`src/rtl/bank_cs_pkg.sv`:
```
package bank_cs_pkg;

  typedef enum logic [2:0] {
    RGN_NONE = 3'd0,
    RGN_RAM  = 3'd1,
    RGN_IO   = 3'd2,
    RGN_ROM  = 3'd3,
    RGN_XRAM = 3'd4,
    RGN_HROM = 3'd5
  } region_e;

  // Map one bank byte plus the top two address bits to a region.
  function automatic region_e region_of(input logic [7:0] bank, input logic a15, input logic a14);
    region_e r;
    if (bank == 8'h00) begin
      if (!a15)     r = RGN_RAM;
      else if (!a14) r = RGN_IO;
      else          r = RGN_ROM;
    end else if (bank[7]) begin
      r = RGN_HROM;
    end else begin
      r = RGN_XRAM;
    end
    return r;
  endfunction

  // One-of-N select for the I/O slot index, active high.
  function automatic logic [7:0] slot_onehot(input logic [2:0] idx);
    logic [7:0] v;
    v = '0;
    v[idx] = 1'b1;
    return v;
  endfunction

endpackage

```
`src/rtl/bank_latch.sv`:
```
module bank_latch #(
  parameter int W = 8
) (
  input  logic         clk,
  input  logic         rst_n,
  input  logic [W-1:0] bus,
  output logic [W-1:0] bank_q
);
  // The bank byte is valid on the bus during clock-low; keep it at the fall.
  always_ff @(negedge clk or negedge rst_n) begin
    if (!rst_n) bank_q <= '0;
    else        bank_q <= bus;
  end
endmodule

```
`src/rtl/region_decode.sv`:
```
module region_decode
  import bank_cs_pkg::*;
#(
  parameter int BANK_W = 8,
  parameter int ADDR_W = 16,
  parameter int SLOT_W = 3
) (
  input  logic [BANK_W-1:0] bank,
  input  logic [ADDR_W-1:0] addr,
  output region_e           region,
  output logic [SLOT_W-1:0] slot
);
  localparam int SLOT_LSB = ADDR_W - 2 - SLOT_W;

  always_comb begin
    region = region_of(bank, addr[ADDR_W-1], addr[ADDR_W-2]);
    slot   = addr[SLOT_LSB +: SLOT_W];
  end
endmodule

```
`src/rtl/strobe_gen.sv`:
```
module strobe_gen
  import bank_cs_pkg::*;
#(
  parameter bit ROM_VALID_QUAL = 1'b0,
  parameter int NDEV           = 8,
  parameter int SLOT_W         = 3
) (
  input  logic              phase_hi,
  input  logic              valid,
  input  logic              rw,
  input  logic              rom_wr_en,
  input  region_e           region,
  input  logic [SLOT_W-1:0] slot,
  output logic              ram_cs_n,
  output logic [NDEV-1:0]   io_cs_n,
  output logic              rom_cs_n,
  output logic              xram_cs_n,
  output logic              hrom_cs_n,
  output logic              mem_oe_n,
  output logic              mem_we_n,
  output logic              rom_we_n,
  output logic              io_rd_n,
  output logic              io_wr_n
);
  logic clk_q;   // clock-high and valid address
  logic rom_q;   // qualification picked for the ROM selects
  logic ram_a, xram_a, rom_a, hrom_a, io_a;

  assign clk_q = phase_hi & valid;

  generate
    if (ROM_VALID_QUAL) begin : g_rom_valid
      assign rom_q = valid;
    end else begin : g_rom_clock
      assign rom_q = clk_q;
    end
  endgenerate

  always_comb begin
    ram_a  = (region == RGN_RAM)  & clk_q;
    xram_a = (region == RGN_XRAM) & clk_q;
    rom_a  = (region == RGN_ROM)  & rom_q;
    hrom_a = (region == RGN_HROM) & rom_q;
    io_a   = (region == RGN_IO)   & valid;
  end

  genvar d;
  generate
    for (d = 0; d < NDEV; d++) begin : g_dev
      assign io_cs_n[d] = ~(io_a & (slot == SLOT_W'(d)));
    end
  endgenerate

  assign ram_cs_n  = ~ram_a;
  assign xram_cs_n = ~xram_a;
  assign rom_cs_n  = ~rom_a;
  assign hrom_cs_n = ~hrom_a;
  assign mem_oe_n  = ~(rw & (ram_a | xram_a | rom_a | hrom_a));
  assign mem_we_n  = ~(~rw & (ram_a | xram_a));
  assign rom_we_n  = ~(~rw & rom_wr_en & clk_q & (region == RGN_ROM));
  assign io_rd_n   = ~(io_a & phase_hi & rw);
  assign io_wr_n   = ~(io_a & phase_hi & ~rw);
endmodule

```
`src/rtl/bank_cs_decoder.sv`:
```
module bank_cs_decoder
  import bank_cs_pkg::*;
#(
  parameter bit ROM_VALID_QUAL = 1'b0,
  parameter int BANK_W         = 8,
  parameter int ADDR_W         = 16,
  parameter int SLOT_W         = 3
) (
  input  logic                 clk,
  input  logic                 rst_n,
  input  logic [ADDR_W-1:0]    addr,
  input  logic [BANK_W-1:0]    data,
  input  logic                 rw,
  input  logic                 vda,
  input  logic                 vpa,
  input  logic                 rom_wr_en,
  output logic                 ram_cs_n,
  output logic [(1<<SLOT_W)-1:0] io_cs_n,
  output logic                 rom_cs_n,
  output logic                 xram_cs_n,
  output logic                 hrom_cs_n,
  output logic                 mem_oe_n,
  output logic                 mem_we_n,
  output logic                 rom_we_n,
  output logic                 io_rd_n,
  output logic                 io_wr_n
);
  localparam int NDEV = 1 << SLOT_W;

  // Named internal wires, also used by the bound checker.
  logic [BANK_W-1:0] bank_q;
  region_e           region;
  logic [SLOT_W-1:0] slot;
  logic              addr_valid;

  assign addr_valid = vda | vpa;

  bank_latch #(.W(BANK_W)) u_latch (
    .clk    (clk),
    .rst_n  (rst_n),
    .bus    (data),
    .bank_q (bank_q)
  );

  region_decode #(.BANK_W(BANK_W), .ADDR_W(ADDR_W), .SLOT_W(SLOT_W)) u_dec (
    .bank   (bank_q),
    .addr   (addr),
    .region (region),
    .slot   (slot)
  );

  strobe_gen #(.ROM_VALID_QUAL(ROM_VALID_QUAL), .NDEV(NDEV), .SLOT_W(SLOT_W)) u_stb (
    .phase_hi  (clk),
    .valid     (addr_valid),
    .rw        (rw),
    .rom_wr_en (rom_wr_en),
    .region    (region),
    .slot      (slot),
    .ram_cs_n  (ram_cs_n),
    .io_cs_n   (io_cs_n),
    .rom_cs_n  (rom_cs_n),
    .xram_cs_n (xram_cs_n),
    .hrom_cs_n (hrom_cs_n),
    .mem_oe_n  (mem_oe_n),
    .mem_we_n  (mem_we_n),
    .rom_we_n  (rom_we_n),
    .io_rd_n   (io_rd_n),
    .io_wr_n   (io_wr_n)
  );
endmodule

```
`config.mk`:
```
export PLATFORM = sky130hd
export DESIGN_NAME = bank_cs_decoder
export DESIGN_NICKNAME = d
export VERILOG_FILES = /design/src/rtl/bank_cs_pkg.sv /design/src/rtl/bank_latch.sv /design/src/rtl/region_decode.sv /design/src/rtl/strobe_gen.sv /design/src/rtl/bank_cs_decoder.sv
export SDC_FILE = /design/constraint.sdc
export NUM_CORES = 1
export LEC_CHECK = 0
export ABC_AREA = 0
export BUFFER_PORTS_ARGS = -buffer_cell sky130_fd_sc_hd__buf_2
export CORE_MARGIN = 10
export CORE_UTILIZATION = 34
export CTS_CLUSTER_DIAMETER = 80
export DETAILED_ROUTE_END_ITERATION = 16
export PLACE_DENSITY_LB_ADDON = 0.3
export SLEW_MARGIN = 5
export SYNTH_ARGS = -nofsm -noshare
export SYNTH_HDL_FRONTEND = slang
export SYNTH_HIERARCHICAL = 1
export SYNTH_SLANG_ARGS = --single-unit
```
`constraint.sdc`:
```
create_clock -name clk -period 2.2 [get_ports clk]
set_input_delay 0.11 -clock clk [delete_from_list [all_inputs] [get_ports clk]]
set_output_delay 0.11 -clock clk [all_outputs]
set_load 0.005 [all_outputs]
```
# Word level (Yosys, flattened, before mapping)
# Cells that the tools add are included.
# word_totals
input_bits	30
out_inout_bits	17
regBits	8
word_cells	63
# classes
mux	4
eq_ne	12
bitwise	44
n_reduce_logical	2
# op_table
op	count
$and A1 B1 Y1	22
$eq A3 B3 Y1 const B	6
$not A1 Y1	18
$eq A3 B2 Y1 const B	4
$logic_not A8 Y1	1
$eq A3 B1 Y1 const B	2
$mux W3	2
$or A1 B1 Y1	4
$logic_not A3 Y1	1
$mux W1	2

# Longest topological paths before layout
# depth
ltp_word	10
mapped_depth	5
depth_no_buf	4

# Cells and area by module
# Netlist, hierarchy kept.
# by_module_without_submodules
module	seq_area_each_um2	area_per_inst_um2	cells_per_inst	n_inst
strobe_gen	0.0	201.4	30	1
bank_latch	200.2	200.2	8	1
region_decode	0.0	73.8	11	1
bank_cs_decoder	0.0	6.3	1	1

==> metrics.md <==
| Metric | Value |
|---|---|
| Max reg flops | 8 |
| Final setup fails | 34 |
| Startpoint Class | flop |
| Status | finished, violations left |
| WP data arrival | 3.56 ns |
| Layout cells sized above 1 | 71.4% |
| DRT iter0 DRCs | 12 |
| Area growth syn-to-layout | 107% |
| Detailed-route wire length | 1910 um |
| Max-cap violations | 0 |
| CP max stage delay | 0.53 ns |
| Critical path's most frequent cell | buf_6 |
| GRT Util Overall | 12.9% |
| Crit path max-delay cell type | or4_4 |
| Post-route setup slack | -1.47 ns |
| Synth Cell Area | 482 um^2 |
| Design Power | 0.000721 W |
| Via-to-Cell Ratio | 5.24 |
| Critical Path Fanout Max | 2 |
| DRC errors left | 0 |
| Synth top area share | 41.6% |
| Pin count of the biggest net entering global routing | 9 |
| Worst EP required | 2.09 ns |
| Main synth FF type | dfrtn_1 |
| Largest Register | u_latch/bank_q |
| Core ar. | 0.00132 mm^2 |
| Top cells by area, synth | dfrtn_1 (42%), nand4b_1 (5.5%), nor2b_1 (5.2%) |
| Leak | 0.448 nW |
| Antenna violations before repair | 0 |
| Maximum vdd drop | 0.532 mV |
| Die height | 57.6 um |
| HPWL after DPL | 1200 um |
| Row count | 13 |
| Post-synth top cells | dfrtn_1 (8), nand2_1 (5), nor2b_1 (4) |
| Cell Count, Final, Fillers Out | 127 |
| Pwr Density | 723 mW/mm^2 |
| Slew margin rel. | 81.6% |
| Cells after Synth | 50 |
| TritonRoute pass-1 iters | 5 |
| # fillers | 96 |
| Post-layout instance area | 997 um^2 |
| Worst slew pin tran | 0.273 ns |
| Detail Route Antenna Nets | 0 |
| Hold Path Class | input pin to async pin |
| CP endpoint kind | output port |
| CTS tree | done |
| Yosys warnings | 6 |
| Largest regs | u_latch/bank_q x8 |
| Routability congestion estimate from global placement | 0.767 |
| EDFF count, synth | 0 |
| Die X | 57.6 um |
| Post-synth cell types | 24 |
| Vias | 666 |
| Post-synth ARST share | 100% |
| Die ar. | 0.00332 mm^2 |
| Mapped Nets | 80 |
| PortBufs | 35 |
| Unrepaired setup endpoints after global routing | true |
| Syn Area/Cell | 9.63 um^2 |
| Worst-path clk slew | 0.05 ns |
| Sequential share of the synthesized area | 41.6% |
| Post-synthesis register bit count | 8 |
| DP Area | 731 um^2 |
| Max Slew Vio Count | 0 |
| Crit path cell chain | or4_4, buf_6, o31ai_4, nand2_2, buf_4, or4b_4, buf_6 |
| Gr ovfl total | 0 |
| Kind of cell adding the most delay to the critical path | simple AND/OR/NAND/NOR gates |
| Antenna cell count | 0 |
| Final hold violations | 0 |
| Buf/Inv on CP | 3 |
| Failing checks | negative setup slack |
| Cells after DPL | 102 |
| CTS Hold Bufs | 0 |
| Final #Nets | 141 |
| Top-count cell post-synth | dfrtn_1 |
| Initial Util | 36.6% |
| Number of global-route vias before repair | 851 |
| Synth area leader | dfrtn_1 |
| Routed WL per cell | 15.0 um |
| IO Pins | 47 |
| Setup CP Type | flop to output port |
| First-pass GRT wire length | 3080 um |
stage by stage:
| stage | worst slack, ns | util [%] | hold WS (ns) | setup TNS, ns |
|---|---|---|---|---|
| floorplan | -0.825 | - | 0.170 | -12.67 |
| global placement | -0.960 | 55.5 | 0.272 | -14.95 |
| detailed placement | -0.994 | 55.5 | 0.272 | -15.51 |
| CTS | -1.50 | 72.5 | 0.520 | -23.62 |
| global route | -1.56 | 75.7 | 0.518 | -24.15 |
| finish | -1.47 | 75.7 | 0.527 | -22.36 |
report_power, final:
group          internal [W]  switching, W  total (W)
Sequential         0.000156    0.00000305   0.000159
Combinational     0.0000290     0.0000255  0.0000545
Clock              0.000310      0.000198   0.000507
metal layers:
metal | GRT usage (%) | vias up | share of wire [%]
met5 | 0 | - | 0
met4 | 20.8 | 0 | 1.2
met3 | 12.0 | 3 | 7.7
met2 | 14.9 | 35 | 53
met1 | 9.76 | 319 | 38
li1 | - | 309 | -
what timing repair did:
action	CTS	global route
gates cloned	1	0
setup buffers	9	2
endpoints found under the setup margin	34	34
pin swaps	10	4
resized for setup	11	11
worst paths after layout:
path | startpoint | endpoint | slack (ns) | cells past startpoint
max in group asynchronous | rst_n | u_latch/bank_q[7] | 1.46 | 1
worst max-delay path | u_latch/bank_q[3] | ram_cs_n | -1.47 | 7
worst min-delay path | rst_n | u_latch/bank_q[6] | 0.53 | 1
min in group clk | rw | io_rd_n | 0.53 | 3
cells by family (layout without fill, tap and decap cells):
| group | after synthesis | after routing | share of synthesized area [%] |
|---|---|---|---|
| and+or+nand+nor | 33 | 34 | 46.0 |
| DFF | 8 | 8 | 41.6 |
| buffers and inverters | 6 | 67 | 7.27 |
| AOI/OAI and AO/OA | 2 | 2 | 3.38 |
| xor gates and xnor gates | 1 | 1 | 1.82 |
cell type report:
type | count | area (um^2) | area share (%)
Sequential cell | 8 | 200 | 20.1
Clock buffer | 26 | 171 | 17.2
Multi-Input combinational cell | 37 | 345 | 34.6
Tap cell | 15 | 18.8 | 1.88
Clock inverter | 1 | 5.00 | 0.502
Inverter | 2 | 7.51 | 0.753
Timing Repair Buffer | 38 | 249 | 25.0
cell usage in the layout (no fill, tap or decap), drive strengths merged, types with 2 or more instances in the layout:
cell     n
nor3b    2
inv      2
nand4    2
nand3b   2
buf     51
and4bb   2
or3      3
or4      2
clkbuf  13
nand2    5
nor2b    4
dfrtn    8
nand4b   3
nand3    3
Note: power is estimated with default switching activity, not from simulation.
